`src/rtl/acc_alu_pkg.sv`:
```
package acc_alu_pkg;

    typedef enum logic [3:0] {
        OP_ADD   = 4'd0,
        OP_ADC   = 4'd1,
        OP_SUB   = 4'd2,
        OP_SBC   = 4'd3,
        OP_AND   = 4'd4,
        OP_XOR   = 4'd5,
        OP_OR    = 4'd6,
        OP_CMP   = 4'd7,
        OP_INC   = 4'd8,
        OP_DEC   = 4'd9,
        OP_SPADD = 4'd10
    } alu_op_e;

    localparam int DATA_W    = 8;
    localparam int ADDR_W    = 16;
    localparam int COST_BYTE = 4;
    localparam int COST_SP   = 12;

    typedef struct packed {
        logic [DATA_W-1:0] acc;
        logic              z;
        logic              n;
        logic              h;
        logic              c;
        logic [ADDR_W-1:0] sum;
    } alu_state_t;

endpackage

```
`src/rtl/acc_alu_addsub.sv`:
```
module acc_alu_addsub #(
    parameter int W = 8
) (
    input  logic [W-1:0] a,
    input  logic [W-1:0] b,
    input  logic         cin,
    input  logic         sub,
    output logic [W-1:0] res,
    output logic         half,
    output logic         carry
);
    localparam int NIB = 4;

    logic [W:0]   full;
    logic [NIB:0] nib;

    always_comb begin
        if (sub) begin
            full = {1'b0, a} - {1'b0, b} - {{W{1'b0}}, cin};
            nib  = {1'b0, a[NIB-1:0]} - {1'b0, b[NIB-1:0]} - {{NIB{1'b0}}, cin};
        end else begin
            full = {1'b0, a} + {1'b0, b} + {{W{1'b0}}, cin};
            nib  = {1'b0, a[NIB-1:0]} + {1'b0, b[NIB-1:0]} + {{NIB{1'b0}}, cin};
        end
        res   = full[W-1:0];
        half  = nib[NIB];
        carry = full[W];
    end
endmodule

```
`src/rtl/acc_alu_logic.sv`:
```
module acc_alu_logic #(
    parameter int W = 8
) (
    input  logic [W-1:0] a,
    input  logic [W-1:0] b,
    input  logic [1:0]   fn,
    output logic [W-1:0] res
);
    always_comb begin
        unique case (fn)
            2'd0:    res = a & b;
            2'd1:    res = a ^ b;
            default: res = a | b;
        endcase
    end
endmodule

```
`src/rtl/acc_alu_spadd.sv`:
```
module acc_alu_spadd #(
    parameter int AW = 16,
    parameter int DW = 8
) (
    input  logic [AW-1:0] sp,
    input  logic [DW-1:0] off,
    output logic [AW-1:0] sum,
    output logic          half,
    output logic          carry
);
    localparam int HI_W = AW - DW;

    logic [DW-1:0] lo_res;

    acc_alu_addsub #(.W(DW)) lo_i (
        .a     (sp[DW-1:0]),
        .b     (off),
        .cin   (1'b0),
        .sub   (1'b0),
        .res   (lo_res),
        .half  (half),
        .carry (carry)
    );

    assign sum = {sp[AW-1:DW] + {{(HI_W-1){1'b0}}, carry}, lo_res};
endmodule

```
`src/rtl/acc_alu.sv`:
```
module acc_alu
    import acc_alu_pkg::*;
#(
    parameter int CYC_W = 16
) (
    input  logic              clk,
    input  logic              rst,
    input  logic              op_valid,
    input  logic [3:0]        op_sel,
    input  logic [7:0]        operand,
    input  logic [15:0]       sp_in,
    output logic [7:0]        acc_o,
    output logic [7:0]        flags_o,
    output logic [15:0]       sp_sum_o,
    output logic [CYC_W-1:0]  cyc_o
);
    localparam logic [CYC_W-1:0] STEP_BYTE = CYC_W'(COST_BYTE);
    localparam logic [CYC_W-1:0] STEP_SP   = CYC_W'(COST_SP);

    alu_state_t        st_d, st_q;
    logic [CYC_W-1:0]  cyc_d, cyc_q;

    logic              is_sub, is_step, uses_cin;
    logic [DATA_W-1:0] ar_b, ar_res, lg_res;
    logic              ar_h, ar_c;
    logic [1:0]        lg_fn;
    logic [ADDR_W-1:0] sp_res;
    logic              sp_h, sp_c;

    assign is_step  = (op_sel == OP_INC) || (op_sel == OP_DEC);
    assign uses_cin = (op_sel == OP_ADC) || (op_sel == OP_SBC);
    assign is_sub   = (op_sel == OP_SUB) || (op_sel == OP_SBC) ||
                      (op_sel == OP_CMP) || (op_sel == OP_DEC);
    assign ar_b     = is_step ? DATA_W'(1) : operand;
    assign lg_fn    = (op_sel == OP_AND) ? 2'd0 : (op_sel == OP_XOR) ? 2'd1 : 2'd2;

    acc_alu_addsub #(.W(DATA_W)) arith_i (
        .a     (st_q.acc),
        .b     (ar_b),
        .cin   (uses_cin & st_q.c),
        .sub   (is_sub),
        .res   (ar_res),
        .half  (ar_h),
        .carry (ar_c)
    );

    acc_alu_logic #(.W(DATA_W)) logic_i (
        .a   (st_q.acc),
        .b   (operand),
        .fn  (lg_fn),
        .res (lg_res)
    );

    acc_alu_spadd #(.AW(ADDR_W), .DW(DATA_W)) spadd_i (
        .sp    (sp_in),
        .off   (operand),
        .sum   (sp_res),
        .half  (sp_h),
        .carry (sp_c)
    );

    always_comb begin
        st_d  = st_q;
        cyc_d = cyc_q;
        if (op_valid) begin
            case (op_sel)
                OP_ADD, OP_ADC, OP_SUB, OP_SBC: begin
                    st_d.acc = ar_res;
                    st_d.z   = (ar_res == '0);
                    st_d.n   = is_sub;
                    st_d.h   = ar_h;
                    st_d.c   = ar_c;
                    cyc_d    = cyc_q + STEP_BYTE;
                end
                OP_CMP: begin
                    st_d.z   = (ar_res == '0);
                    st_d.n   = 1'b1;
                    st_d.h   = ar_h;
                    st_d.c   = ar_c;
                    cyc_d    = cyc_q + STEP_BYTE;
                end
                OP_INC, OP_DEC: begin
                    st_d.acc = ar_res;
                    st_d.z   = (ar_res == '0);
                    st_d.n   = is_sub;
                    st_d.h   = ar_h;
                    cyc_d    = cyc_q + STEP_BYTE;
                end
                OP_AND, OP_XOR, OP_OR: begin
                    st_d.acc = lg_res;
                    st_d.z   = (lg_res == '0);
                    st_d.n   = 1'b0;
                    st_d.h   = (op_sel == OP_AND);
                    st_d.c   = 1'b0;
                    cyc_d    = cyc_q + STEP_BYTE;
                end
                OP_SPADD: begin
                    st_d.sum = sp_res;
                    st_d.z   = 1'b0;
                    st_d.n   = 1'b0;
                    st_d.h   = sp_h;
                    st_d.c   = sp_c;
                    cyc_d    = cyc_q + STEP_SP;
                end
                default: ;
            endcase
        end
    end

    always_ff @(posedge clk) begin
        if (rst) begin
            st_q  <= '0;
            cyc_q <= '0;
        end else begin
            st_q  <= st_d;
            cyc_q <= cyc_d;
        end
    end

    assign acc_o    = st_q.acc;
    assign flags_o  = {st_q.z, st_q.n, st_q.h, st_q.c, 4'b0000};
    assign sp_sum_o = st_q.sum;
    assign cyc_o    = cyc_q;
endmodule

```
`config.mk`:
```
export PLATFORM = sky130hd
export DESIGN_NAME = acc_alu
export DESIGN_NICKNAME = d
export VERILOG_FILES = /design/src/rtl/acc_alu_pkg.sv /design/src/rtl/acc_alu_addsub.sv /design/src/rtl/acc_alu_logic.sv /design/src/rtl/acc_alu_spadd.sv /design/src/rtl/acc_alu.sv
export SDC_FILE = /design/constraint.sdc
export NUM_CORES = 1
export LEC_CHECK = 0
export ABC_AREA = 0
export BUFFER_PORTS_ARGS = -buffer_cell sky130_fd_sc_hd__buf_2
export CAP_MARGIN = 15
export CORE_MARGIN = 4
export CORE_UTILIZATION = 35
export DETAILED_ROUTE_END_ITERATION = 8
export HOLD_SLACK_MARGIN = 0.02
export PLACE_DENSITY = 0.52
export SLEW_MARGIN = 20
export SYNTH_ARGS = -nofsm -noshare
export SYNTH_HDL_FRONTEND = slang
export SYNTH_SLANG_ARGS = --single-unit
export TNS_END_PERCENT = 5
```
`constraint.sdc`:
```
create_clock -name clk -period 8 [get_ports clk]
set_input_delay 0.8 -clock clk [delete_from_list [all_inputs] [get_ports clk]]
set_output_delay 0.8 -clock clk [all_outputs]
set_load 0.01 [all_outputs]
```
Word-level counts from Yosys, hierarchy flattened
Cells that the tools add are included.
{ "word_totals": {"regBits": 44, "inputBits": 31, "output_inout_bits": 48, "elab_cells": 67} }
{ "op_classes": {"n_addsub": 13, "eq_ne": 11, "mux": 10, "bitwise": 4, "n_reduce_logical": 22} }
{ "ops": {"columns": ["cell", "n"], "rows": [
  ["$pmux W16 S2", 1],
  ["$pmux W8 S2", 2],
  ["$add A8 B8 Y9", 2],
  ["$add A16 B3 Y16 const B", 1],
  ["$add A16 B4 Y16 const B", 1],
  ["$eq A4 B3 Y1 const B", 4],
  ["$logic_not A8 Y1", 2],
  ["$eq A4 B4 Y1 const B", 3],
  ["$pmux W3 S4", 1],
  ["$add A4 B4 Y5", 2],
  ["$reduce_and A2 Y1", 5],
  ["$reduce_or A10 Y1", 1],
  ["$add A9 B1 Y9", 1],
  ["$mux W9", 1],
  ["$sub A8 B8 Y9", 1],
  ["$sub A9 B1 Y9", 1],
  ["$add A8 B1 Y8", 1],
  ["$and A8 B8 Y8", 1],
  ["$eq A4 B2 Y1 const B", 2],
  ["$mux W8", 1],
  ["$or A8 B8 Y8", 1],
  ["$xor A8 B8 Y8", 1],
  ["$reduce_or A6 Y1", 1],
  ["$add A5 B1 Y5", 1],
  ["other kinds (16)", 22]
]} }

Depth between registers and ports, before layout
Gate-level depths: netlist (run 1).
{ "logic_depth": {"ltp_word": 8, "mapped_depth": 15, "mapped_depth_nobuf": 15} }

Cells and area by module
A second synthesis (run 1) with hierarchy kept.
{ "hier_totals": {"cells_unflattened": 573, "hier_area_um2": 4529.3} }
{ "modules_own_cells": {"columns": ["mod", "n_inst", "cells_each", "area_each_um2"], "rows": [
  ["acc_alu", 1, 258, 2079.5],
  ["acc_alu_addsub at arith_i", 1, 124, 957.2],
  ["acc_alu_addsub at spadd_i.lo_i", 1, 124, 927.1],
  ["acc_alu_logic", 1, 50, 436.7],
  ["acc_alu_spadd", 1, 17, 128.9]
]} }

Worst setup path after synthesis (run 1)
OpenSTA, ideal clock, no wires.
{ "synth_timing": {"kind": "in2reg", "from": "input op_sel[0]", "to": "register st_q, in the netlist flags_o[7]", "setup_ns": 0.060, "arrival_time_ns": 4.023, "required_time_ns": 7.940, "path_slack_ns": 3.917, "stages": 13, "n_path_buf": 2, "path_cell_list": "clkbuf_1 clkbuf_1 nand2_1 nor3_1 fa_1 ha_1 o21ai_0 nand2_1 xor2_1 or3_1 a211o_1 nor4_1 o221a_1"} }
{ "synth_between": {"elab_chain_cells": 8} }
{ "synth_lines": {"columns": ["element", "line", "text"], "rows": [
  ["start: declaration", "acc_alu.sv:9", "input logic [3:0] op_sel,"],
  ["$eq A4 B4 Y1, on equally long branches", "acc_alu.sv:30, acc_alu.sv:66, acc_alu.sv:33", null],
  ["$logic_or A1 B1 Y1", "acc_alu.sv:30", "assign is_step = (op_sel == OP_INC) || (op_sel == OP_DEC);"],
  ["$mux W8", "acc_alu.sv:34", "assign ar_b = is_step ? DATA_W'(1) : operand;"],
  ["$add A8 B8 Y9 / $sub A8 B8 Y9 (equally long branches)", "acc_alu_addsub.sv:22, acc_alu_addsub.sv:19", null],
  ["$add A9 B1 Y9 / $sub A9 B1 Y9 (equally long branches)", "acc_alu_addsub.sv:22, acc_alu_addsub.sv:19", null],
  ["$mux W9", "acc_alu_addsub.sv:18", "if (sub) begin"],
  ["$logic_not A8 Y1", "acc_alu.sv:69, acc_alu.sv:76, acc_alu.sv:84", null],
  ["$pmux W3 S4", "acc_alu.sv:66", "case (op_sel)"],
  ["end signal: assignment", "acc_alu.sv:115", "st_q <= st_d;"],
  ["end: declaration", "acc_alu.sv:20", "alu_state_t st_d, st_q;"]
]} }
Several ways; a longest one is shown, not always the timed one.
A chain may end at the register's enable or synchronous reset.

Final worst setup path (run 1)
{ "layout_timing": {"from": "input op_sel[1]", "to": "register st_q, in the netlist flags_o[7]"} }
The elaborated chain is that of the path after synthesis.

==> flow_metrics.env, run 1 <==
export IMPL_area_growth_pct=13.79
export IMPL_timing_final_crit_share=0.5305
export IMPL_fmax_ghz=0.2356
export IMPL_ios=79
export IMPL_yosysUniqueCellTypes=55
export IMPL_path_cells="buf_2, or2_1, nor2_1, nor2_1, ha_1, inv_1, ha_1, or3_1, or2_2, o22ai_1, mux2_2, a211oi_1, nor4_1, o221a_1"
export IMPL_start_util=0.3634
export IMPL_finalHoldViolations=0
export IMPL_setup_tns_ps=0
export IMPL_ys_flop_type="dfxtp_1"
export IMPL_nets=632
export IMPL_viasPerCell=5.098
export IMPL_maxSlewViolCount=0
export IMPL_critPathMaxFanout=19
export IMPL_slowest_delay_ps=410
export IMPL_cts_tree="done"
export IMPL_synth_seq_area_share=0.2211
export IMPL_ys_ff_latch=42
export IMPL_reg2reg_slack_ps=4590
export IMPL_wirelength_um=10530
export IMPL_clock_sinks=42
export IMPL_finClkSkew_ps=4.044
export IMPL_worst_pin_slew_ps=961.7
export IMPL_hold_class="reg -> reg"
export IMPL_setup_slack_ps=3756
export IMPL_antenna_found_initial=0
export IMPL_async_reset_ff_frac=0
export IMPL_setup_viol=0
export IMPL_power_density_nw_per_um2=143.4
export IMPL_root_buffer="clkbuf_8"
export IMPL_dpl_worst_slack_ps=3455
export IMPL_critical_path_class="in -> reg"
export IMPL_dpl_hpwl_um=8442
export IMPL_first_global_vias=3379
export IMPL_yosys_warnings=0
export IMPL_die_h_um=112.2
export IMPL_drtIter0Drc=173
export IMPL_drive_above_1_share=0.1588
export IMPL_wl_per_cell_um=15.39
export IMPL_cts_htree_levels=2
export IMPL_maxCapViolCount=0
export IMPL_cts_resized=0
export IMPL_antennaDiodeCount=0
export IMPL_grt_pass1_wl_um=17160
export IMPL_globalRouteOverflowTotal=0
export IMPL_nFillCells=1130
export IMPL_core_sq_um=10460
export IMPL_required_ps=8200
export IMPL_cpMaxStageDelayCell="nor2_1"
export IMPL_die_area_sq_um=12600
export IMPL_syn_instance_count=486
export IMPL_numCtsBuffers=5
export IMPL_synth_edf_count=0
export IMPL_ir_drop_mv=0.07298
export IMPL_place_gp_congestion=0.8424
export IMPL_p_leak_nw=1.980
export IMPL_clock_latency_ps=300
export IMPL_min_period_ps=4244
export IMPL_cts_setup_buffers=0
export IMPL_rows=37
export IMPL_route_vias_total=3487
export IMPL_end_kind="flop"
export IMPL_clk_path_buf_depth=2
export IMPL_layout_cells_most_common="buf_2"
export IMPL_status="finished clean"
export IMPL_startpoint_type="input port"
export IMPL_arrival_ps=4450
export IMPL_max_slew_margin_rel=0.3589
export IMPL_cts_hold_buf=0
export IMPL_die_w_um=112.2
export IMPL_drt_pass1_iterations=4
export IMPL_grt_max_degree=42
export IMPL_antenna_left=0
export IMPL_netlist_area_sq_um=3802
export IMPL_track_usage=0.1662
export IMPL_clkTransAtPathRegs_ps=90
export IMPL_rsz0062_at_grt="false"
export IMPL_io_buffers=72
export IMPL_layout_common_cells="buf_2 (72), nor2_1 (55), ha_1 (48), nand2_1 (44)"
export IMPL_post_synth_cell_area_avg_sq_um=7.824
export IMPL_drc=0
-- state kept, by name, indices dropped and copies added (netlist names) --
register / cells
sp_sum_o: 16
cyc_o: 14
acc_o: 8
flags_o: 4
-- cell usage after synthesis (all sizes together) (2+ instances only) --
master   instances  area (sq um)
o21a             5         37.54
o31ai            5         37.54
nor2b           10         62.56
a211oi          18         135.1
or2              3         18.77
or4              2         15.01
o211ai           3         22.52
o221ai           3         26.28
o21ai           22         110.1
xor2            14         122.6
a2111oi          3         26.28
or3              7         43.79
nand4            2         12.51
and3             4         25.02
dfxtp           42         840.8
ha              48         600.6
o21bai           2         15.01
fa               6         120.1
nor3             7         35.03
a31oi            3         18.77
o22ai            4         25.02
mux2             2         22.52
xnor2           19         166.4
a21o             4         30.03
nand2b           9         56.30
inv             42         157.7
a2bb2oi          2         35.04
nor2            55         206.5
clkbuf          16         60.06
a21boi           2         15.01
and2             2         12.51
nand3           10         50.05
mux2i           13         130.1
buf              8         67.56
nand2           44         165.2
a21oi           29         145.1
-- path summary, 6_finish.rpt --
kind                                 start                  endpoint  cells after the start
setup / recovery                 op_sel[1]   flags_o[7]$_SDFFE_PP0P_                     14
hold / removal    sp_sum_o[8]$_SDFFE_PP0P_  sp_sum_o[8]$_SDFFE_PP0P_                      2
setup reg to reg   flags_o[4]$_SDFFE_PP0P_   flags_o[7]$_SDFFE_PP0P_                     11
hold reg to reg   sp_sum_o[8]$_SDFFE_PP0P_  sp_sum_o[8]$_SDFFE_PP0P_                      2
-- stage by stage --
stage	power [mW]	cell area (sq um)	util	hold WS [ps]	instances
2_1_floorplan	0.4107	3821	-	476.1	491
3_3_place_gp	0.4734	4232	0.4044	442.0	676
3_5_place_dp	0.4744	4232	0.4044	444.5	676
4_1_cts	0.6256	4327	0.4135	456.8	684
5_1_grt	0.6680	4327	0.4135	483.3	684
6_report	0.6203	4327	0.4135	454.7	684
-- power breakdown --
group	total (mW)	switching, mW	internal, mW
logic	0.242	0.139	0.104
clock network	0.151	0.0816	0.0695
registers	0.227	0.0102	0.217
-- routing by layer --
metal / share of wire / track usage / vias to the layer above
li1: - / - / 1795
met1: 0.48 / 0.2321 / 1615
met2: 0.46 / 0.2686 / 70
met3: 0.048 / 0.03558 / 7
met4: 0.0071 / 0.02644 / 0
met5: 0 / 0 / -
-- critical path, delay by kind of cell --
| kind | cells | cell delay [ps] |
|---|---|---|
| simple gates | 6 | 1670 |
| compound gates | 3 | 710 |
| fa+ha+maj | 2 | 610 |
| mux | 1 | 350 |
| buf+inv | 2 | 290 |
-- cell type report --
type	instances	area, sq um	share of cell area
multi-input combinational	383	2695	0.6229
sequential	42	840.8	0.1943
timing repair buffer	73	367.9	0.08502
tap	136	170.2	0.03933
inverter	42	157.7	0.03644
clock buffer	6	82.58	0.01909
clock inverter	2	12.51	0.002892
-- kinds of logic after synthesis --
| family | count (synthesis) | synth area share |
|---|---|---|
| buffers and inverters | 66 | 0.07502 |
| DFF | 42 | 0.2211 |
| AOI/OAI and AO/OA | 116 | 0.2047 |
| xor gates and xnor gates | 33 | 0.07601 |
| and+or+nand+nor | 159 | 0.1925 |
| adders and majority gates | 54 | 0.1895 |
| muxes | 15 | 0.04014 |
| other | 1 | 0.0009862 |
Note: power is estimated with default switching activity, not from simulation.
==> run 2, diff against run 1 <==
--- a/config.mk
+++ b/config.mk
@@ -12,7 +12,7 @@
 export CORE_UTILIZATION = 35
 export DETAILED_ROUTE_END_ITERATION = 8
 export HOLD_SLACK_MARGIN = 0.02
-export PLACE_DENSITY = 0.52
+export PLACE_DENSITY = 0.54
 export SLEW_MARGIN = 20
 export SYNTH_ARGS = -nofsm -noshare
 export SYNTH_HDL_FRONTEND = slang
==> constraint.sdc (replaced) <==
create_clock -name clk -period 3.8 [get_ports clk]
set_input_delay 0.38 -clock clk [delete_from_list [all_inputs] [get_ports clk]]
set_output_delay 0.38 -clock clk [all_outputs]
set_load 0.01 [all_outputs]
==> run 2 against run 1 <==
Utilization is 0.92 points higher. Critical endpoint unchanged. Highest routed layer unchanged. Largest power group unchanged. Non-clock buffer count is 14 higher. Global-route usage is 0.48 points higher.
==> flow_metrics.env, run 2 (synthesized netlist as in run 1, its figures left out) <==
export IMPL_dpl_hpwl_um=8596
export IMPL_layout_cells_most_common="buf_2"
export IMPL_arrival_ps=3620
export IMPL_worst_pin_slew_ps=666.0
export IMPL_maxCapViolCount=0
export IMPL_p_leak_nw=2.046
export IMPL_final_cells=698
export IMPL_nets=646
export IMPL_start_util=0.3634
export IMPL_antenna_left=0
export IMPL_clk_path_buf_depth=2
export IMPL_clock_latency_ps=300
export IMPL_dp_cells=690
export IMPL_clock_sinks=42
export IMPL_cts_tree="done"
export IMPL_antenna_found_initial=0
export IMPL_area_growth_pct=16.32
export IMPL_critical_path_class="in -> reg"
export IMPL_cts_htree_levels=2
export IMPL_startpoint_type="input port"
export IMPL_drtIter0Drc=245
export IMPL_place_gp_congestion=0.8685
export IMPL_critPathMaxFanout=7
export IMPL_first_global_vias=3516
export IMPL_track_usage=0.1710
export IMPL_wirelength_um=10620
export IMPL_status="finished clean"
export IMPL_antennaDiodeCount=0
export IMPL_max_slew_margin_rel=0.5543
export IMPL_setup_slack_ps=382.1
export IMPL_power_density_nw_per_um2=295.7
export IMPL_grt_max_degree=34
export IMPL_fmax_ghz=0.2926
export IMPL_maxSlewViolCount=0
export IMPL_wl_per_cell_um=15.21
export IMPL_numCtsBuffers=5
export IMPL_io_buffers=72
export IMPL_viasPerCell=5.046
export IMPL_globalRouteOverflowTotal=0
export IMPL_dpl_worst_slack_ps=64.35
export IMPL_drc=0
export IMPL_die_h_um=112.2
export IMPL_required_ps=4000
export IMPL_drt_pass1_iterations=4
export IMPL_grt_pass1_wl_um=17810
export IMPL_nFillCells=1142
export IMPL_timing_final_crit_share=0.8995
export IMPL_clkTransAtPathRegs_ps=90
export IMPL_finalHoldViolations=0
export IMPL_cts_setup_buffers=0
export IMPL_setup_tns_ps=0
export IMPL_largest_reg_flops=16
export IMPL_hold_class="in -> reg"
export IMPL_cts_resized=0
export IMPL_cts_hold_buf=0
export IMPL_min_period_ps=3418
export IMPL_route_vias_total=3522
export IMPL_rows=37
export IMPL_die_area_sq_um=12600
export IMPL_finClkSkew_ps=5.187
export IMPL_end_kind="flop"
export IMPL_drive_above_1_share=0.1779
export IMPL_die_w_um=112.2
export IMPL_ir_drop_mv=0.1628
export IMPL_layout_common_cells="buf_2 (72), nor2_1 (55), ha_1 (48), nand2_1 (44)"
export IMPL_ios=79
export IMPL_rsz0062_at_grt="false"
export IMPL_root_buffer="clkbuf_8"
export IMPL_setup_viol=0
export IMPL_core_sq_um=10460
==> run 2: metal layers <==
layer	wire, um	up-vias	part of all wire	global-route usage
met2	4803	81	0.45	0.2781
met1	5109	1609	0.48	0.2368
met3	597	11	0.056	0.03558
met4	110	0	0.010	0.03045
met5	0	-	0	0
li1	-	1821	-	-
==> run 2: final timing paths <==
| kind | end | slack, ps | depth (start not counted) | from |
|---|---|---|---|---|
| min | flags_o[5]$_SDFFE_PP0P_ | 380 | 2 | op_valid |
| max | flags_o[7]$_SDFFE_PP0P_ | 380 | 15 | op_sel[1] |
| min reg2reg | sp_sum_o[5]$_SDFFE_PP0P_ | 460 | 2 | sp_sum_o[5]$_SDFFE_PP0P_ |
| max reg2reg | flags_o[7]$_SDFFE_PP0P_ | 420 | 12 | flags_o[4]$_SDFFE_PP0P_ |
==> run 2: critical path, stage by stage <==
cell and delay (ps):
buf_2 110, or2_1 330, nor2_1 120, buf_4 170, nor2_1 70, ha_1 290, inv_1 70, ha_1 240
or3_1 380, or2_2 280, o22ai_1 160, mux2_2 350, a211oi_1 380, nor4_1 90, o221a_1 210
==> run 2: layout make-up <==
| cell class | count | area, sq um | area share |
|---|---|---|---|
| Multi-Input combinational cell | 383 | 2695 | 0.6093 |
| Sequential cell | 42 | 840.8 | 0.1901 |
| Timing Repair Buffer | 87 | 473.0 | 0.1069 |
| Tap cell | 136 | 170.2 | 0.03847 |
| Inverter | 42 | 157.7 | 0.03564 |
| Clock buffer | 6 | 72.57 | 0.01641 |
| Clock inverter | 2 | 13.76 | 0.003112 |
==> run 2: stage by stage <==
step                      instance area [sq um]    util  total power, mW  hold slack [ps]
after floorplan                            3821       -           0.8647            476.1
after global placement                     4337  0.4145            1.011            438.6
after detailed placement                   4337  0.4145            1.019            442.9
after CTS                                  4423  0.4227            1.319            369.0
after global routing                       4423  0.4227            1.407            403.9
final                                      4423  0.4227            1.308            375.7
==> run 2: report_power, final <==
| group | internal (mW) | switching, mW |
|---|---|---|
| Sequential | 0.456 | 0.0212 |
| Combinational | 0.233 | 0.299 |
| Clock | 0.130 | 0.168 |
| Total | 0.819 | 0.489 |
==> run 3, diff against run 2 <==
--- a/config.mk
+++ b/config.mk
@@ -6,13 +6,13 @@
 export NUM_CORES = 1
 export LEC_CHECK = 0
 export ABC_AREA = 0
-export BUFFER_PORTS_ARGS = -buffer_cell sky130_fd_sc_hd__buf_2
+export BUFFER_PORTS_ARGS = -buffer_cell sky130_fd_sc_hd__buf_4
 export CAP_MARGIN = 15
 export CORE_MARGIN = 4
-export CORE_UTILIZATION = 35
+export CORE_UTILIZATION = 33
 export DETAILED_ROUTE_END_ITERATION = 8
 export HOLD_SLACK_MARGIN = 0.02
-export PLACE_DENSITY = 0.54
+export PLACE_DENSITY = 0.52
 export SLEW_MARGIN = 20
 export SYNTH_ARGS = -nofsm -noshare
 export SYNTH_HDL_FRONTEND = slang
==> run 3 against run 2 <==
Largest power group unchanged. Hold slack worse by 5.4 ps. Sequential power hardly changed. Cell area up 5.9%. Flip-flop and latch count unchanged. Utilization hardly changed. Sequential share of layout area down 1.1 points.
==> flow_metrics.env, run 3 (synthesized netlist as in run 1, its figures left out) <==
export IMPL_status="finished clean"
export IMPL_die_area_sq_um=13300
export IMPL_place_area_sq_um=4514
export IMPL_die_h_um=115.3
export IMPL_startpoint_type="input port"
export IMPL_die_w_um=115.3
export IMPL_antenna_left=0
export IMPL_power_frac_comb=0.361
export IMPL_reg2reg_slack_ps=290
export IMPL_holdPathStages=2
export IMPL_cts_resized=0
export IMPL_grt_pass1_wl_um=18050
export IMPL_worst_pin_slew_ps=671.3
export IMPL_power_frac_seq=0.311
export IMPL_finalHoldViolations=0
export IMPL_nets=645
export IMPL_reg2reg_depth=11
export IMPL_final_area_sq_um=4683
export IMPL_dpl_hpwl_um=8824
export IMPL_place_gp_congestion=0.8683
export IMPL_max_slew_margin_rel=0.5508
export IMPL_setup_viol=0
export IMPL_power_density_nw_per_um2=328.3
export IMPL_swShare=0.3292
export IMPL_finClkSkew_ps=4.548
export IMPL_drtIter0Drc=227
export IMPL_required_ps=3980
export IMPL_cts_htree_levels=2
export IMPL_hold_slack_ps=370.3
export IMPL_hold_class="in -> reg"
export IMPL_critPathMaxFanout=6
export IMPL_drive_above_1_share=0.1768
export IMPL_root_buffer="clkbuf_16"
export IMPL_dpl_worst_slack_ps=-28.58
export IMPL_timing_final_crit_share=0.9388
export IMPL_globalRouteOverflowTotal=0
export IMPL_clock_latency_ps=280
export IMPL_antenna_found_initial=0
export IMPL_end_kind="flop"
export IMPL_setup_slack_ps=232.5
export IMPL_ios=79
export IMPL_grt_max_degree=42
export IMPL_io_buffers=72
export IMPL_core_sq_um=11080
export IMPL_viasPerCell=5.083
export IMPL_antennaDiodeCount=0
export IMPL_cts_setup_buffers=0
export IMPL_first_global_vias=3550
export IMPL_start_util=0.3432
export IMPL_layout_cells_most_common="buf_4"
export IMPL_numCtsBuffers=5
export IMPL_maxSlewViolCount=0
export IMPL_arrival_ps=3740
export IMPL_intPower_mw=1.031
export IMPL_rsz0062_at_grt="false"
export IMPL_cts_hold_buf=0
export IMPL_maxCapViolCount=0
export IMPL_min_period_ps=3567
export IMPL_cts_tree="done"
export IMPL_drc=0
export IMPL_pwr_share_clk=0.328
export IMPL_route_vias_total=3558
export IMPL_area_growth_pct=23.17
export IMPL_rows=38
export IMPL_layout_common_cells="buf_4 (86), nor2_1 (55), ha_1 (48), nand2_1 (44)"
export IMPL_critical_path_class="in -> reg"
export IMPL_ir_drop_mv=0.1994
export IMPL_wirelength_um=10980
export IMPL_track_usage=0.1688
export IMPL_clk_path_buf_depth=2
export IMPL_wl_per_cell_um=15.69
export IMPL_fmax_ghz=0.2803
export IMPL_largest_reg_flops=16
export IMPL_clkTransAtPathRegs_ps=60
export IMPL_clock_sinks=42
export IMPL_drt_pass1_iterations=4
export IMPL_p_leak_nw=2.105
export IMPL_power_switching_uw=506.1
[run 3: changes by cell type in the layout (fill, tap and decap cells not counted)]
cell	change
buf_2	-72
clkbuf_16	+5
clkbuf_1	-1
clkinv_2	-1
buf_4	+71
clkbuf_8	-4
bufinv_16	+1
clkinv_4	-1
[run 3: critical path, cell delays in order]
cell and delay (ps):
buf_4 110, or2_1 310, o21ai_0 320, fa_1 550, ha_1 210, o21ai_0 390, a21boi_0 200, o22ai_1 170
mux2_2 350, a211oi_1 430, nor4_1 90, o221a_1 230
[run 3: layout make-up]
cell class | count | area [sq um]
sequential | 42 | 840.8
fill | 1188 | 6395
multi-input combinational | 383 | 2695
clock inverter | 1 | 30.03
timing repair buffer | 86 | 645.6
clock buffer | 6 | 138.9
inverter | 42 | 157.7
tap | 140 | 175.2
[run 3: routing by layer]
layer,share of wire,vias to the layer above,GRT usage
met5,0,-,0
met1,0.48,1646,0.2406
met2,0.45,84,0.2608
met3,0.064,8,0.04105
met4,0.0073,0,0.03208
li1,-,1820,-
[run 3: final timing paths]
check | from | to
worst min register to register | sp_sum_o[5]$_SDFFE_PP0P_ | sp_sum_o[5]$_SDFFE_PP0P_
worst max register to register | flags_o[4]$_SDFFE_PP0P_ | flags_o[7]$_SDFFE_PP0P_
worst min-delay path | op_valid | flags_o[5]$_SDFFE_PP0P_
worst max-delay path | op_sel[1] | flags_o[7]$_SDFFE_PP0P_
[run 3: metrics by stage]
stage	cells	setup TNS [ps]	power [mW]	utilization
2_1_floorplan	491	0	0.8647	-
3_3_place_gp	693	0	1.036	0.4075
3_5_place_dp	693	-28.58	1.039	0.4075
4_1_cts	700	0	1.554	0.4227
5_1_grt	700	0	1.643	0.4227
6_report	700	0	1.537	0.4227
[run 3: power by group through the flow]
stage / combinational [mW] / sequential (mW) / clock [mW]
after detailed placement: 0.551 / 0.488 / 0
final: 0.555 / 0.478 / 0.504
after CTS: 0.554 / 0.479 / 0.521
after global routing: 0.624 / 0.481 / 0.538
after floorplan: 0.375 / 0.490 / 0
after global placement: 0.548 / 0.488 / 0
